## src/rtl/vam_pkg.sv

```systemverilog
package vam_pkg;

   localparam int CODE_W        = 8;
   localparam int MANT_FRAC     = 16;
   localparam int MANT_W        = MANT_FRAC + 1;
   localparam int STEPS_PER_OCT = 12;
   localparam int UNITY_OCT     = 4;
   localparam int OCT_W         = 5;

   localparam logic [CODE_W-1:0] CODE_SILENT = 8'hFF;
   localparam logic [CODE_W-1:0] CODE_FLOOR  = 8'hFE;

   typedef struct packed {
      logic [MANT_W-1:0] mant;
      logic [OCT_W-1:0]  oct;
      logic              silent;
   } gain_t;

   // 10^(-r/40) in unsigned 1.16 format, r = 0..11 half-dB steps
   function automatic logic [MANT_W-1:0] step_mant(input logic [3:0] r);
      logic [MANT_W-1:0] m;
      case (r)
         4'd0:    m = 17'd65536;
         4'd1:    m = 17'd61870;
         4'd2:    m = 17'd58409;
         4'd3:    m = 17'd55142;
         4'd4:    m = 17'd52057;
         4'd5:    m = 17'd49145;
         4'd6:    m = 17'd46396;
         4'd7:    m = 17'd43801;
         4'd8:    m = 17'd41350;
         4'd9:    m = 17'd39037;
         4'd10:   m = 17'd36854;
         default: m = 17'd34792;
      endcase
      return m;
   endfunction

endpackage

```

## src/rtl/vam_gain_map.sv

```systemverilog
module vam_gain_map
   import vam_pkg::*;
(
   input  logic [CODE_W-1:0] master,
   input  logic [CODE_W-1:0] trim,
   output gain_t             gain
);

   logic [CODE_W:0]   sum;
   logic [CODE_W-1:0] eff;
   logic [CODE_W-1:0] oct_full;
   logic [CODE_W-1:0] step_full;

   always_comb begin
      sum       = {1'b0, master} + {1'b0, trim};
      eff       = (sum > {1'b0, CODE_FLOOR}) ? CODE_FLOOR : sum[CODE_W-1:0];
      oct_full  = eff / CODE_W'(STEPS_PER_OCT);
      step_full = eff % CODE_W'(STEPS_PER_OCT);
      gain.mant   = step_mant(step_full[3:0]);
      gain.oct    = oct_full[OCT_W-1:0];
      gain.silent = (master == CODE_SILENT) || (trim == CODE_SILENT);
   end

endmodule

```

## src/rtl/vam_scaler.sv

```systemverilog
module vam_scaler
   import vam_pkg::*;
#(
   parameter int SAMPLE_W = 24
) (
   input  logic signed [SAMPLE_W-1:0] sample,
   input  gain_t                      gain,
   output logic signed [SAMPLE_W-1:0] result
);

   localparam int PW = SAMPLE_W + MANT_W + 1 + UNITY_OCT;
   localparam logic signed [PW-1:0] HI = {{(PW-SAMPLE_W+1){1'b0}}, {(SAMPLE_W-1){1'b1}}};
   localparam logic signed [PW-1:0] LO = ~HI;

   logic signed [PW-1:0] prod;
   logic signed [PW-1:0] shifted;

   always_comb begin
      prod    = $signed({{(PW-SAMPLE_W){sample[SAMPLE_W-1]}}, sample})
              * $signed({{(PW-MANT_W){1'b0}}, gain.mant});
      shifted = (prod <<< UNITY_OCT) >>> (MANT_FRAC + int'(gain.oct));
      if (shifted > HI)      result = HI[SAMPLE_W-1:0];
      else if (shifted < LO) result = LO[SAMPLE_W-1:0];
      else                   result = shifted[SAMPLE_W-1:0];
   end

endmodule

```

## src/rtl/vam_static_det.sv

```systemverilog
module vam_static_det #(
   parameter int SAMPLE_W = 24,
   parameter int RUN_LEN  = 8192
) (
   input  logic                clk,
   input  logic                rst_n,
   input  logic                strobe,
   input  logic [SAMPLE_W-1:0] sample,
   input  logic                enable,
   output logic                hit
);

   localparam int CW = $clog2(RUN_LEN + 1);
   localparam logic [CW-1:0] FULL = CW'(RUN_LEN);

   logic [SAMPLE_W-1:0] prev_q;
   logic [CW-1:0]       cnt_q;
   logic [CW-1:0]       cnt_d;
   logic                is_static;

   always_comb begin
      is_static = (sample == '0) || (sample == '1);
      if (is_static && sample == prev_q)
         cnt_d = (cnt_q == FULL) ? FULL : cnt_q + 1'b1;
      else if (is_static)
         cnt_d = CW'(1);
      else
         cnt_d = '0;
      hit = enable && (cnt_d == FULL);
   end

   always_ff @(posedge clk or negedge rst_n) begin
      if (!rst_n) begin
         prev_q <= '0;
         cnt_q  <= '0;
      end else if (strobe) begin
         prev_q <= sample;
         cnt_q  <= cnt_d;
      end
   end

endmodule

```

## src/rtl/vam_volume.sv

```systemverilog
module vam_volume
   import vam_pkg::*;
#(
   parameter int SAMPLE_W = 24,
   parameter int RUN_LEN  = 8192
) (
   input  logic                       clk,
   input  logic                       rst_n,
   input  logic                       in_valid,
   input  logic signed [SAMPLE_W-1:0] in_a,
   input  logic signed [SAMPLE_W-1:0] in_b,
   input  logic [7:0]                 master_vol,
   input  logic [7:0]                 trim_a,
   input  logic [7:0]                 trim_b,
   input  logic                       mute_a,
   input  logic                       mute_b,
   input  logic                       automute_en,
   output logic                       out_valid,
   output logic signed [SAMPLE_W-1:0] out_a,
   output logic signed [SAMPLE_W-1:0] out_b,
   output logic                       muted_a,
   output logic                       muted_b
);

   localparam int NUM_CH = 2;

   if (SAMPLE_W < 8 || SAMPLE_W > 32) begin : g_bad_width
      $error("vam_volume: SAMPLE_W must lie in 8..32");
   end
   if (RUN_LEN < 2) begin : g_bad_run
      $error("vam_volume: RUN_LEN must be at least 2");
   end

   logic signed [SAMPLE_W-1:0] samp   [NUM_CH];
   logic [CODE_W-1:0]          trim   [NUM_CH];
   logic                       manual [NUM_CH];
   logic signed [SAMPLE_W-1:0] res_q  [NUM_CH];
   logic                       flag_q [NUM_CH];
   logic                       valid_q;

   assign samp[0]   = in_a;
   assign samp[1]   = in_b;
   assign trim[0]   = trim_a;
   assign trim[1]   = trim_b;
   assign manual[0] = mute_a;
   assign manual[1] = mute_b;

   for (genvar ch = 0; ch < NUM_CH; ch++) begin : g_ch
      gain_t                      gain;
      logic signed [SAMPLE_W-1:0] scaled;
      logic                       run_hit;
      logic                       silence;

      vam_gain_map u_map (
         .master (master_vol),
         .trim   (trim[ch]),
         .gain   (gain)
      );

      vam_scaler #(.SAMPLE_W(SAMPLE_W)) u_scale (
         .sample (samp[ch]),
         .gain   (gain),
         .result (scaled)
      );

      vam_static_det #(.SAMPLE_W(SAMPLE_W), .RUN_LEN(RUN_LEN)) u_det (
         .clk    (clk),
         .rst_n  (rst_n),
         .strobe (in_valid),
         .sample (samp[ch]),
         .enable (automute_en),
         .hit    (run_hit)
      );

      assign silence = gain.silent || manual[ch] || run_hit;

      always_ff @(posedge clk or negedge rst_n) begin
         if (!rst_n) begin
            res_q[ch]  <= '0;
            flag_q[ch] <= 1'b0;
         end else if (in_valid) begin
            res_q[ch]  <= silence ? '0 : scaled;
            flag_q[ch] <= silence;
         end
      end
   end

   always_ff @(posedge clk or negedge rst_n) begin
      if (!rst_n) valid_q <= 1'b0;
      else        valid_q <= in_valid;
   end

   assign out_valid = valid_q;
   assign out_a     = res_q[0];
   assign out_b     = res_q[1];
   assign muted_a   = flag_q[0];
   assign muted_b   = flag_q[1];

endmodule

```

## config.mk

```make
export PLATFORM = sky130hd
export DESIGN_NAME = vam_volume
export DESIGN_NICKNAME = d
export VERILOG_FILES = /design/src/rtl/vam_pkg.sv /design/src/rtl/vam_gain_map.sv /design/src/rtl/vam_scaler.sv /design/src/rtl/vam_static_det.sv /design/src/rtl/vam_volume.sv
export SDC_FILE = /design/constraint.sdc
export NUM_CORES = 2
export LEC_CHECK = 0
export ABC_AREA = 1
export CAP_MARGIN = 5
export CORE_MARGIN = 3
export CORE_UTILIZATION = 50
export CTS_CLUSTER_SIZE = 14
export DETAILED_ROUTE_END_ITERATION = 16
export DONT_BUFFER_PORTS = 1
export PLACE_DENSITY = 0.68
export SLEW_MARGIN = 0
export SYNTH_ARGS = -nofsm -noshare
export SYNTH_HDL_FRONTEND = slang
export SYNTH_SLANG_ARGS = --single-unit
export TNS_END_PERCENT = 30
```

## constraint.sdc

```tcl
create_clock -name clk -period 2.85 [get_ports clk]
set_clock_uncertainty 0.1 [all_clocks]
set_input_delay 0 -clock clk [delete_from_list [all_inputs] [get_ports clk]]
set_output_delay 0 -clock clk [all_outputs]
set_load 0.05 [all_outputs]
```

==> results <==
- The run finished, with violations left.
- The final reports fail on negative hold slack, negative setup slack.
- The residual antenna-violating net count after detailed routing is 0.
- The max-cap violation count is 0.
- The share of synthesized area occupied by flip-flops and latches is 7.64%.
- The parity-gate share of the synthesized area counting xor and xnor cells is 2.37%.
- The worst setup path is captured at a flip-flop.
- The area taken by flip-flops and latches is 3180 sq um.
- In this run the worst path has a maximum fanout of 12.
- The master of the slowest instance on the critical path is fa_2.
- The post-synthesis compound-gate area fraction is 6.27%.
- The die is 294 microns tall.
- The number of nets produced by synthesis is 6756.
- The proportion of synthesized area in mux cells is 0.0241%.
- The total global routing overflow is 0.
- The x dimension of the die is just under 300 microns.
- The wire length of the first global-routing pass is 218 mm.
- The fraction of layout instances using a drive strength above 1 is 24.7%.
- Global routing used approximately 32% of the available tracks.
- The cell repeated most along the worst path is nand2_1.
- The wire-length estimate of the detail-placed layout is between 100 and 150 mm.
- The dominant synthesized flop cell is dfrtp_1.
- Summing every instance area after synthesis gives 41600 sq um.
- The average routed wire per standard cell is 18.4 microns.
- Fill cells in the final layout number approximately 6.8k.
- Prior to clock tree synthesis, the placed netlist has a worst setup slack of -7.62 ns.
- The number of optimization iterations in the first detailed-route pass is 6.
- The violation count after the first detailed-routing iteration is 2903.
- Yosys mapped a number of flops with a built-in enable equal to 0.
- The number of clock sinks seen by CTS is between 100 and 150.
- The initial antenna violation count came to 1.
- The largest single stage delay on the critical path is 0.63 ns.
- The final hold slack is -0.909 ns.
- The worst path setup slack after routing is -6.66 ns.
- The hold violation total from the final report came to 127.
- The measured slew at the worst slew-check pin is 0.585 ns.
- Data arrives at the worst endpoint at 9.83 ns.
- In the final layout, the multi-input gates occupy 35200 sq um.
- Setup repair after global routing could not meet its margin everywhere.
- Data on the critical path is required at its endpoint by roughly 3.2 ns.
- The critical path is of the input pin to flip-flop type.
- In this run the deepest clock path goes through 2 buffers.
- Of the total synthesized cell area, the portion taken by full adders, half adders and majority gates is 45.6%.
- The buffer type at the clock tree root is clkbuf_16.
- The routed design has between 100 and 150 mm of wire.
- Using the TritonRoute via totals, the vias-per-cell ratio works out to about 5.3.
- Once layout is complete, the utilization of the core stands at 65.5%.
- STA classifies the critical path startpoint as an input pin.
- The placer's final routability congestion estimate is 0.973.
- Based on the critical path, the design can be clocked at up to around 0.11 GHz.
- In this run the count of I/O pins placed on the die edge is roughly 130.
- The synthesized area divided by synthesized cell count is ~7.4 sq um.
- The area enclosed by the die boundary is 86700 sq um.
- The core region is 82200 sq um.
- Entering global routing, the biggest net connects ~130 pins.
- Measured against its own limit, the worst slew margin works out to 60.6%.
- After synthesis, the largest family of logic cells by area is adder cells.
- The cell count after synthesis came out at 5644.
- In this run, synthesis produced a sequential element count of 127.
- The final number of max-transition violations is 0.
- Adding up every negative setup slack in the final design gives -313.40 ns.
- The number of warnings reported in the yosys synthesis log is 0.
- Setup violations remaining at the end of the flow were counted as 48.
- The total clock buffers created by CTS is 17.
- The synthesized netlist devotes 24.2% of its cell area to simple gates.
- The clock latency on the worst-skew pair is 0.51 ns.
- The overall via count from detail_route is 39.9k.
- The number of placed instances, taps included, is around 7.3k.
- The net count of the finished layout is around 7.5k.
- The fraction of synthesis flops using an asynchronous set or reset pin is 100%.
- The count of port buffers added during placement is 0.
- Row generation in the floorplan step produced around 110 rows.
- The area growth from synthesis to layout is 29.6%.
- For this run, design rule violations remaining after detail routing come to 0.
- After clock tree synthesis, the clock-pin slew on the worst setup and hold paths is around 0.070 ns.
- The final cycle utilization of the critical path is 334%.
- The hold-fix buffer count after cts is 55.
- The final standard cell count with taps included and fillers excluded is roughly 7.5k.
- The starting density of the core is between 50 and 60%.
- The routed design could run at a clock period as short as 9.51 ns.
- The level count of the clock H-tree is 4.
- The worst hold path belongs to the class input pin to async pin.
- The number of global-route vias before repair is roughly 42k.
- After synthesis, the netlist uses 65 different library cells.
- The CTS tree is built.
==> cells in the mapped netlist, types with 4 or more instances <==
master,number,area [sq um]
clkbuf_1,132,495
a21oi_1,128,641
clkinv_1,18,67.6
and3_1,5,31.3
nand3_1,196,981
nand2_4,4,45.0
o21ai_1,35,175
o21ai_2,5,43.8
o22ai_1,4,25.0
o31ai_1,21,158
o21ai_0,171,856
nand3_2,17,170
xor2_1,66,578
buf_6,4,45.0
inv_2,39,146
nand2_1,1370,5140
a41oi_1,5,43.8
xnor2_1,43,377
o211ai_1,15,113
ha_1,234,2930
nor2_1,605,2270
buf_2,58,290
o21a_1,11,82.6
nand3b_1,17,128
or2_2,10,62.6
inv_1,1233,4630
fa_1,800,16000
nand2_2,25,156
or2_1,5,31.3
nand4_1,73,457
dfrtp_1,127,3180
a21o_1,13,97.6
nor2_2,9,56.3
nor4_1,33,206
buf_4,11,82.6
a21boi_0,4,30.0
buf_1,9,33.8
o21bai_1,9,67.6
nor3_1,28,140
a31oi_1,13,81.3
==> flip-flops by register name, indices dropped and copies added (netlist names) <==
signal,flops
g_ch.u_det.prev_q,48
g_ch.u_det.cnt_q,28
out_a,24
out_b,24
muted_a,1
muted_b,1
out_valid,1
==> kinds of logic after synthesis <==
kind of cell             after synthesis
multiplexers                           1
buffers and inverters               1505
XOR/XNOR                             111
flip-flops                           127
AO/OA/AOI/OAI                        453
AND/OR/NAND/NOR                     2413
adder cells (fa/ha/maj)             1034
==> path summary, 6_finish.rpt <==
kind                       depth (start not counted)                  endpoint  slack [ns]                startpoint
max in group asynchronous                          0  g_ch[0].u_det.prev_q[11]        3.13                     rst_n
min                                                0                 out_a[10]       -0.91                     rst_n
min reg2reg                                        2  g_ch[0].u_det.prev_q[11]        0.41  g_ch[0].u_det.prev_q[11]
max reg2reg                                       20                  out_b[8]       -0.25   g_ch[1].u_det.prev_q[5]
max                                               65                 out_a[16]       -6.66             master_vol[0]
min in group clk                                   6    g_ch[1].u_det.cnt_q[0]        0.04                  in_b[23]
==> layer usage <==
metal,up-vias,track usage (%),wire length (microns)
li1,18388,-,-
met1,19514,37.0,51000
met2,1476,57.1,69100
met3,510,4.16,8030
met4,0,20.0,10200
met5,-,0,0
==> layout by cell type (no fill, tap or decap), types with 21 or more instances in the layout <==
cell,n
nor4_1,21
nand3_2,45
nand4_1,73
nor2_4,35
xnor2_1,42
ha_1,176
o21ai_0,145
fa_2,41
buf_6,27
ha_4,53
nand2_2,101
clkbuf_16,22
nor2_2,75
nand2_1,1268
o21ai_1,53
dlygate4sd3_1,54
inv_1,1169
xor2_1,58
nand2_4,30
buf_12,61
buf_4,829
a21oi_2,35
nor2_1,507
dfrtp_1,127
inv_2,80
fa_1,759
a21oi_1,88
nand3_1,162
==> cell type report <==
cell class,count,share of cell area (%)
antenna,2,0.00929
clock buffer,19,0.822
clock inverter,13,0.330
inverter,1290,9.16
multi-input combinational,4014,65.3
sequential,127,5.90
tap,1070,2.48
timing repair buffer,983,15.9
timing repair inverter,2,0.0232
==> metrics by stage <==
step / instance area [sq um] / hold slack [ns]
after floorplan: 42000 / -0.396
after global placement: 49200 / -0.393
after detailed placement: 49200 / -0.393
after CTS: 52100 / -0.939
after global routing: 53900 / -0.927
final: 53900 / -0.909
==> critical path, delay by kind of cell <==
family | cells | cell delay, ns
simple gates | 39 | 3.76
compound gates | 2 | 0.29
xor+xnor | 1 | 0.19
buf+inv | 13 | 1.29
fa+ha+maj | 10 | 4.24
==> timing repair <==
action / CTS / global route
buffers inserted: 56 / 49
resized for setup: 255 / 365
cloned: 8 / 7
endpoints found under the hold margin: 238 / 127
setup endpoints to repair: 50 / 50
pin swaps: 91 / 181
Power is left out: the tool's default activity adds up to more than one toggle a clock period on the data nets, which glitch-free logic cannot reach.
